--- src/rtl/adcrd_pkg.sv ---
package adcrd_pkg;

   typedef enum logic [1:0] {
      ST_IDLE = 2'd0,
      ST_RUN  = 2'd1,
      ST_GAP  = 2'd2
   } rd_state_e;

   // start edge + high-impedance slot + marker + descending word + echo
   function automatic int frame_rises(input int w);
      return 2 * w + 2;
   endfunction

endpackage

--- src/rtl/adcrd_sclk_gen.sv ---
module adcrd_sclk_gen #(
   parameter int SCLK_HALF = 2
) (
   input  logic clk,
   input  logic rst_n,
   input  logic en_i,
   output logic sclk_o,
   output logic rise_o,
   output logic fall_o
);

   localparam int CW = $clog2(SCLK_HALF + 1);

   logic [CW-1:0] cnt_q;
   logic          sclk_q;
   logic          tick;

   assign tick   = en_i && (cnt_q == CW'(SCLK_HALF - 1));
   assign rise_o = tick & ~sclk_q;
   assign fall_o = tick & sclk_q;
   assign sclk_o = sclk_q;

   always_ff @(posedge clk or negedge rst_n) begin
      if (!rst_n) begin
         cnt_q  <= '0;
         sclk_q <= 1'b0;
      end else if (!en_i) begin
         cnt_q  <= '0;
         sclk_q <= 1'b0;
      end else if (tick) begin
         cnt_q  <= '0;
         sclk_q <= ~sclk_q;
      end else begin
         cnt_q  <= cnt_q + CW'(1);
      end
   end


   idle_low_chk: assert property (@(posedge clk) disable iff (!rst_n)
      !en_i |=> !sclk_o);

endmodule

--- src/rtl/adcrd_capture.sv ---
module adcrd_capture #(
   parameter int DATA_W     = 12,
   parameter bit ECHO_CHECK = 1'b1,
   parameter int IW         = 5
) (
   input  logic              clk,
   input  logic              rst_n,
   input  logic              clear_i,
   input  logic              rise_i,
   input  logic [IW-1:0]     idx_i,
   input  logic              sd_i,
   output logic [DATA_W-1:0] code_o,
   output logic              err_o
);

   localparam int MARK_IX = 3;
   localparam int DESC_LO = 4;
   localparam int DESC_HI = DATA_W + 3;
   localparam int ASC_LO  = DATA_W + 4;
   localparam int ASC_HI  = 2 * DATA_W + 2;

   logic [DATA_W-1:0] desc_q;
   logic [DATA_W-2:0] asc_q;
   logic              mark_q;
   logic              echo_bad;

   always_ff @(posedge clk or negedge rst_n) begin
      if (!rst_n) begin
         desc_q <= '0;
         asc_q  <= '0;
         mark_q <= 1'b0;
      end else if (clear_i) begin
         desc_q <= '0;
         asc_q  <= '0;
         mark_q <= 1'b0;
      end else if (rise_i) begin
         if (idx_i == IW'(MARK_IX)) begin
            mark_q <= sd_i;
         end else if (idx_i >= IW'(DESC_LO) && idx_i <= IW'(DESC_HI)) begin
            desc_q <= {desc_q[DATA_W-2:0], sd_i};
         end else if (idx_i >= IW'(ASC_LO) && idx_i <= IW'(ASC_HI)) begin
            asc_q  <= {sd_i, asc_q[DATA_W-2:1]};
         end
      end
   end

   generate
      if (ECHO_CHECK) begin : g_echo
         assign echo_bad = (asc_q != desc_q[DATA_W-1:1]);
      end else begin : g_no_echo
         assign echo_bad = 1'b0;
      end
   endgenerate

   assign code_o = desc_q;
   assign err_o  = mark_q | echo_bad;


   idx_range_chk: assert property (@(posedge clk) disable iff (!rst_n)
      rise_i |-> (idx_i != '0) && (idx_i <= IW'(ASC_HI)));

endmodule

--- src/rtl/adc_frame_reader.sv ---
module adc_frame_reader
   import adcrd_pkg::*;
#(
   parameter int DATA_W     = 12,
   parameter int SCLK_HALF  = 2,
   parameter int CS_GAP     = 4,
   parameter bit ECHO_CHECK = 1'b1
) (
   input  logic              clk,
   input  logic              rst_n,
   input  logic              start_i,
   input  logic              sdata_i,
   output logic              cs_n_o,
   output logic              sclk_o,
   output logic              busy_o,
   output logic              valid_o,
   output logic [DATA_W-1:0] code_o,
   output logic              err_o
);

   localparam int FR = frame_rises(DATA_W);
   localparam int RW = $clog2(FR + 1);
   localparam int GW = $clog2(CS_GAP + 1);

   generate
      if (DATA_W < 3) begin : g_w_bad
         $error("adc_frame_reader: DATA_W must be at least 3");
      end
      if (SCLK_HALF < 1) begin : g_half_bad
         $error("adc_frame_reader: SCLK_HALF must be at least 1");
      end
      if (CS_GAP < 1) begin : g_gap_bad
         $error("adc_frame_reader: CS_GAP must be at least 1");
      end
   endgenerate

   rd_state_e         st_q;
   logic [RW-1:0]     rise_cnt_q;
   logic [GW-1:0]     gap_cnt_q;
   logic [GW-1:0]     hi_cnt_q;
   logic              rise_p, fall_p;
   logic [DATA_W-1:0] cap_code;
   logic              cap_err;
   logic              valid_q, err_q;
   logic [DATA_W-1:0] code_q;

   adcrd_sclk_gen #(.SCLK_HALF(SCLK_HALF)) u_sclk (
      .clk    (clk),
      .rst_n  (rst_n),
      .en_i   (st_q == ST_RUN),
      .sclk_o (sclk_o),
      .rise_o (rise_p),
      .fall_o (fall_p)
   );

   adcrd_capture #(.DATA_W(DATA_W), .ECHO_CHECK(ECHO_CHECK), .IW(RW)) u_cap (
      .clk     (clk),
      .rst_n   (rst_n),
      .clear_i (st_q == ST_IDLE),
      .rise_i  (rise_p),
      .idx_i   (rise_cnt_q + RW'(1)),
      .sd_i    (sdata_i),
      .code_o  (cap_code),
      .err_o   (cap_err)
   );

   always_ff @(posedge clk or negedge rst_n) begin
      if (!rst_n) begin
         st_q       <= ST_IDLE;
         rise_cnt_q <= '0;
         gap_cnt_q  <= '0;
         valid_q    <= 1'b0;
         code_q     <= '0;
         err_q      <= 1'b0;
      end else begin
         valid_q <= 1'b0;
         case (st_q)
            ST_IDLE: begin
               rise_cnt_q <= '0;
               if (start_i) st_q <= ST_RUN;
            end
            ST_RUN: begin
               if (rise_p) rise_cnt_q <= rise_cnt_q + RW'(1);
               if (fall_p && rise_cnt_q == RW'(FR)) begin
                  st_q      <= ST_GAP;
                  gap_cnt_q <= '0;
                  valid_q   <= 1'b1;
                  code_q    <= cap_code;
                  err_q     <= cap_err;
               end
            end
            ST_GAP: begin
               if (gap_cnt_q == GW'(CS_GAP - 1)) st_q <= ST_IDLE;
               else gap_cnt_q <= gap_cnt_q + GW'(1);
            end
            default: st_q <= ST_IDLE;
         endcase
      end
   end

   // cycles with chip select high, saturating; feeds the gap assertion only
   always_ff @(posedge clk or negedge rst_n) begin
      if (!rst_n)                        hi_cnt_q <= GW'(CS_GAP);
      else if (!cs_n_o)                  hi_cnt_q <= '0;
      else if (hi_cnt_q != GW'(CS_GAP))  hi_cnt_q <= hi_cnt_q + GW'(1);
   end

   assign cs_n_o  = (st_q != ST_RUN);
   assign busy_o  = (st_q != ST_IDLE);
   assign valid_o = valid_q;
   assign code_o  = code_q;
   assign err_o   = err_q;


   sclk_in_frame_chk: assert property (@(posedge clk) disable iff (!rst_n)
      cs_n_o |-> !sclk_o);


   rise_count_chk: assert property (@(posedge clk) disable iff (!rst_n)
      rise_p |-> rise_cnt_q < RW'(FR));


   valid_pulse_chk: assert property (@(posedge clk) disable iff (!rst_n)
      valid_o |=> !valid_o);


   valid_cs_chk: assert property (@(posedge clk) disable iff (!rst_n)
      $rose(cs_n_o) |-> valid_o);


   start_cause_chk: assert property (@(posedge clk) disable iff (!rst_n)
      $fell(cs_n_o) |-> $past(start_i));


   cs_gap_chk: assert property (@(posedge clk) disable iff (!rst_n)
      $fell(cs_n_o) |-> hi_cnt_q >= GW'(CS_GAP));

endmodule

--- config.mk ---
export PLATFORM = sky130hd
export DESIGN_NAME = adc_frame_reader
export DESIGN_NICKNAME = d
export VERILOG_FILES = /design/src/rtl/adcrd_pkg.sv /design/src/rtl/adcrd_sclk_gen.sv /design/src/rtl/adcrd_capture.sv /design/src/rtl/adc_frame_reader.sv
export SDC_FILE = /design/constraint.sdc
export NUM_CORES = 1
export LEC_CHECK = 0
export CORE_MARGIN = 3
export CORE_UTILIZATION = 51
export CTS_CLUSTER_DIAMETER = 200
export DETAILED_ROUTE_END_ITERATION = 12
export PLACE_DENSITY_LB_ADDON = 0.2
export SLEW_MARGIN = 15
export SYNTH_ARGS = -nofsm -noshare
export SYNTH_HDL_FRONTEND = slang
export SYNTH_SLANG_ARGS = --single-unit
--- constraint.sdc ---
create_clock -name clk -period 1.49 [get_ports clk]
set_input_delay 0.149 -clock clk [delete_from_list [all_inputs] [get_ports clk]]
set_output_delay 0.149 -clock clk [all_outputs]
set_load 0.01 [all_outputs]
# == Word-level counts from Yosys, hierarchy flattened ==
# Cells that the tools add are included.
# word_totals
reg_bits,51
latch_bits,0
ram_bits,0
rom_bits,0
in_bits,4
out_inout_bits,17
wordCells,84
mem_count,0
# classes
add_sub_neg,3
multipliers,0
div_mod_pow,0
n_lt_le_gt_ge,4
n_eq_ne,16
shifts,0
mux,27
bitwise_logic,4
n_reduce_logical,19
# op_table
cell,n
$mux W11,5
$mux W12,4
$reduce_bool A2 Y1,7
$ne A2 B2 Y1 const B,6
$ne A11 B11 Y1,1
$mux W2,5
$pmux W5 S2,1
$reduce_and A3 Y1,3
$mux W1,7
$mux W3,2
$ne A2 B1 Y1 const B,3
$pmux W2 S3,1
$pmux W3 S2,1
$reduce_and A2 Y1,3
$add A5 B1 Y5 const B,1
$eq A5 B2 Y1 const B,1
$eq A5 B5 Y1 const B,1
$ge A5 B3 Y1 const B,1
$ge A5 B5 Y1 const B,1
$le A5 B4 Y1 const B,1
$le A5 B5 Y1 const B,1
$mux W5,1
$eq A2 B1 Y1 const B,2
$logic_and A1 B1 Y1,4
other kinds (9),10

# == Depth between registers and ports, before layout ==
# Gate-level depths: netlist (run 1).
# depth
depth_word,8
ltp_mapped,9
mapped_depth_nobuf,7

# == Hierarchy ==
# Synthesis (run 1) repeated with hierarchy kept, for this count alone.
# hier_totals
cells_unflattened,223
hier_area_um2,2491.1
# by_module_without_submodules
module,instances,cells_each,area_per_inst_um2,seq_area_each_um2
adcrd_capture,1,118,1194.9,600.6
adc_frame_reader,1,94,1171.1,600.6
adcrd_sclk_gen,1,11,125.1,75.1

# == Worst setup path after synthesis (run 1) ==
# Ideal clock, no wire load.
# synth_timing
kind,register to register
start,register rise_cnt_q[0]
end,"register u_cap.desc_q[10], in the netlist u_cap.code_o[10]"
setup_time_ns,0.124
arrival_time_ns,1.517
required_time_ns,1.366
setup_slack_ns,-0.150
path_stages_with_launch,7
n_path_buf,1
period_less_slack_ns,1.640
path_cell_list,dfrtp_1 -> ha_1 -> nand3_1 -> xnor2_2 -> nand4_2 -> buf_6 -> mux2i_1
# synth_between
elab_chain_len,5
word_cells_on_any_way,8
cone_classes,add/sub: 1; order compare: 2; eq/ne: 2; reduce/logical: 3
# synth_rtl
element,line_no,source
"start, declared",adc_frame_reader.sv:38,logic [RW-1:0] rise_cnt_q;
"start signal, assigned",adc_frame_reader.sv:83,if (rise_p) rise_cnt_q <= rise_cnt_q + RW'(1);
$add A5 B1 Y5 *,adc_frame_reader.sv:61,".idx_i (rise_cnt_q + RW'(1)),"
$ge A5 B3 Y1 / $le A5 B4 Y1 (equally long branches),adcrd_capture.sv:39,end else if (idx_i >= IW'(DESC_LO) && idx_i <= IW'(DESC_HI)) begin
$logic_and A1 B1 Y1,adcrd_capture.sv:39,
$reduce_bool A2 Y1 (no line),--,
$reduce_and A3 Y1 (no line) *,--,
"end signal, assigned",adcrd_capture.sv:40,"desc_q <= {desc_q[DATA_W-2:0], sd_i};"
"end, declared",adcrd_capture.sv:22,logic [DATA_W-1:0] desc_q;
# Mark *: on every way between the ends. The rest lies on a longest branch, timed or not.
# A chain may end at the register's enable or synchronous reset.

# == Worst setup path in the final report (run 1) ==
# layout_timing
start,register rise_cnt_q[0]
end,"register err_q, in the netlist err_o"
# layout_between
elab_chain_len,3
# layout_rtl
element,line_no,source
$eq A5 B5 Y1,adc_frame_reader.sv:84,if (fall_p && rise_cnt_q == RW'(FR)) begin
$logic_and A1 B1 Y1,adc_frame_reader.sv:84,
$reduce_and A2 Y1 (no line),--,
"end signal, assigned",adc_frame_reader.sv:89,err_q <= cap_err;
"end, declared",adc_frame_reader.sv:44,"logic valid_q, err_q;"
# Every way passes these cells.

==> key figures, run 1 <==
Run status
  • Status: finished, violations left
  • Failing checks: setup timing

Setup path
  • Critical path type: flip-flop to flip-flop
  • CP max stage delay: 0.47 ns
  • Cells along the critical path: inv_2 -> ha_4 -> nand4_1 -> or3_4 -> buf_12 -> a31oi_4 -> a21o_1
  • R2R depth: 7
  • CP Max Fanout: 6
  • CP bufs+invs: 2
  • R2r setup slk: -0.13 ns
  • WP data arrival: 1.87 ns
  • CP required: 1.75 ns
  • Reg2Reg Launch Point: rise_cnt_q[0]
  • Worst R2R End: err_o
  • CP Capture Type: flip-flop
  • CP Launch Type: flip-flop
  • Max stage delay cell, worst path: dfrtp_2
  • Delay-heaviest family, CP: simple AND/OR/NAND/NOR gates

STA
  • Clock Skews: 0.0104 ns
  • Final setup viols: 42
  • Hold Vio Cnt, Final: 0
  • Relative slew slack: 65.8%
  • Final period utilization: 108%
  • Final slew viol count: 0
  • Max Freq: 619 MHz
  • Final WS setup: -0.125 ns
  • Post-layout min period: 1.62 ns
  • Worst-Margin Slew: 0.508 ns
  • RSZ-0062 raised after global routing: true

Synthesis
  • Ys Warns: 0
  • Synth top area cells: dfrtp_1 53%, mux2i_1 10%, nand2_1 9.7%
  • Synth async-reset ratio: 100%
  • Post-synth EDFFs: 0
  • Syn_nets: 233
  • Leading area contributor after synthesis: dfrtp_1
  • Mapped Cells: 224
  • Main synth FF type: dfrtp_1
  • Synthesized area per cell: 10.7 um2
  • Synth top area share: 53.4%
  • Sequential fraction of the synthesis area: 53.4%
  • Post-synthesis cell type count: 37
  • Synth Cell Area: 2390 um2
  • Synthesized flop and latch total: 51

Worst hold path
  • Min-Delay Path Class: input pin to async pin

Clocking
  • Clk Latency, worst-skew pair: 0.31 ns
  • CTS tree: built
  • Clock Path Buffers: 2
  • CTS buffer count: 5
  • Clock Sink Count: 51
  • CTS clock-pin slew for the worst setup and hold paths: 0.10 ns
  • CTS root buf: clkbuf_8
  • H-tree Lvls: 2

Die
  • Die Wd: 74.5 um
  • Starting Density: 53.8%
  • DIE HEIGHT: 74.5 um
  • I/O Pins: 21
  • Cell Rows: 24
  • Die area: 5540 um2
  • CORE AREA: 4440 um2

Route
  • DR WL/cell: 15.0 um
  • Via density: 5.34
  • Via count: 1,705
  • First-pass DRT Iterations: 4
  • Detail Route Antenna Nets: 0
  • Wirelength, routed: 4.78 mm
  • Initial DRC count: 105
  • DRC viols: 0

Pwr
  • Leak pwr: 0.00163 uW
  • Total power: 2350 uW
  • Power Density: 734 nW/um2
  • Maximum vdd ir drop: 0.000651 V

Placement
  • GP Congestion: 0.778
  • Dpl hpwl: 3.04 mm
  • Buffers on Ports: 20

Global route
  • Global Route Usage Sum: 17.6%
  • First-pass GRT wire length: 7.36 mm
  • Initial antenna violation count: 0
  • Vias in the first global route: 1,567
  • GRT overflow: 0
  • Largest net degree at the start of global routing: 52

Layout
  • Area growth from synthesis to layout: 33.7%
  • Layout cells sized above 1: 31.1%
  • Diode count: 0
  • Final Core Density: 71.9%
  • Nets: 275

Run
  • Max cap viols: 0
cell usage after synthesis (2+ instances only):
library cell	instances
buf_2	3
buf_4	2
buf_6	3
clkbuf_1	4
dfrtp_1	51
ha_1	5
inv_1	6
mux2i_1	25
nand2_1	62
nand3_1	7
nand4_1	2
nor2_1	5
nor2b_1	2
nor4_1	3
o21ai_1	7
o22ai_1	2
or2_1	2
xnor2_1	2
xor2_1	13
worst max-delay path by stage:
stage,startpoint,endpoint,depth (start not counted)
final,rise_cnt_q[0],err_o,7
after detailed placement,rise_cnt_q[1],u_cap.code_o[9],7
after global routing,rise_cnt_q[1],u_cap.asc_q[8],6
after CTS,rise_cnt_q[1],u_cap.code_o[9],7
after global placement,rise_cnt_q[1],u_cap.asc_q[2],6
after floorplan,rise_cnt_q[0],code_o[0],8
layout by cell type (no fill, tap or decap), drive strengths merged, types with 2 or more instances in the layout:
| cell type | Yosys | routed |
|---|---|---|
| ha | 5 | 5 |
| nor2 | 6 | 6 |
| dfrtp | 51 | 51 |
| clkbuf | 4 | 8 |
| o22ai | 2 | 2 |
| clkinv | 1 | 2 |
| mux2i | 25 | 25 |
| nand4 | 3 | 3 |
| inv | 6 | 7 |
| or2 | 2 | 2 |
| nor4 | 3 | 3 |
| nor2b | 2 | 2 |
| clkdlybuf4s15 | 0 | 2 |
| nand3 | 7 | 7 |
| nand2 | 62 | 62 |
| clkdlybuf4s50 | 0 | 16 |
| buf | 8 | 24 |
| o21ai | 7 | 7 |
| xnor2 | 3 | 3 |
| xor2 | 13 | 13 |
registers in the layout, summed over array words and instances (netlist names):
register and count:
code_o 12, gap_cnt_q 3, valid_o 1, u_cap.mark_q 1, u_sclk.sclk_o 1, st_q 2
u_cap.code_o 12, rise_cnt_q 5, u_sclk.cnt_q 2, u_cap.asc_q 11, err_o 1
where the power goes:
group,internal (uW),total (uW),switching (uW)
combinational,26.5,72.6,46.2
sequential,1400,1420,19.0
clock,380,858,477
total,1800,2350,543
final cells by class:
cell class | instances | area (um2)
clock buffers | 6 | 82.6
clock inverters | 2 | 16.3
fillers | 307 | 1250
inverters | 7 | 42.5
multi-input cells | 154 | 1210
flip-flops and latches | 51 | 1280
well taps | 52 | 65.1
repair buffers | 46 | 484
repair inverters | 1 | 16.3
layer usage:
metal	vias to the layer above	part of all wire [%]	GRT usage, %
met4	0	1.3	4.94
li1	830	-	-
met5	-	0	0
met1	836	47	25.3
met2	35	48	26.0
met3	4	3.6	5.27
what timing repair did:
item | 4_1_cts | 5_1_grt
cloned | 0 | 4
pin swaps | 2 | 27
setup buffers | 2 | 2
resized for setup | 8 | 52
setup endpoints to repair | 45 | 43
hold buffers | 1 | 0
endpoints found under the hold margin | 51 | 0
tightest hold or removal path, delay by kind of cell:
kind	cells	cell delay, ns
buf+inv	3	0.91
kinds of logic after synthesis:
| kind of cell | Yosys count | synth area share, % |
|---|---|---|
| adders and majority gates | 5 | 2.62 |
| and+or+nand+nor | 93 | 18.3 |
| AOI/OAI and AO/OA | 15 | 4.56 |
| xor gates and xnor gates | 16 | 6.18 |
| muxes | 25 | 10.5 |
| buffers and inverters | 19 | 4.45 |
| DFF | 51 | 53.4 |
metrics by stage:
stage	worst slack [ns]	instance area [um2]	TNS, ns	hold WS [ns]	cells
2_1_floorplan	-0.0578	2450	-0.527	-0.147	224
3_3_place_gp	-0.0766	2790	-2.37	0.157	302
3_5_place_dp	-0.113	2790	-3.27	0.160	302
4_1_cts	-0.109	2930	-2.59	0.366	313
5_1_grt	-0.191	3200	-5.75	0.384	319
6_report	-0.125	3200	-3.11	0.356	319
Note: power is estimated with default switching activity, not from simulation.
==> run 2: changes to the inputs <==
CAP_MARGIN = 20   (was not set)
CTS_CLUSTER_SIZE = 12   (was not set)
==> results of run 2 <==
Same layout as run 1: the final DEF is identical, and so are final timing and power.
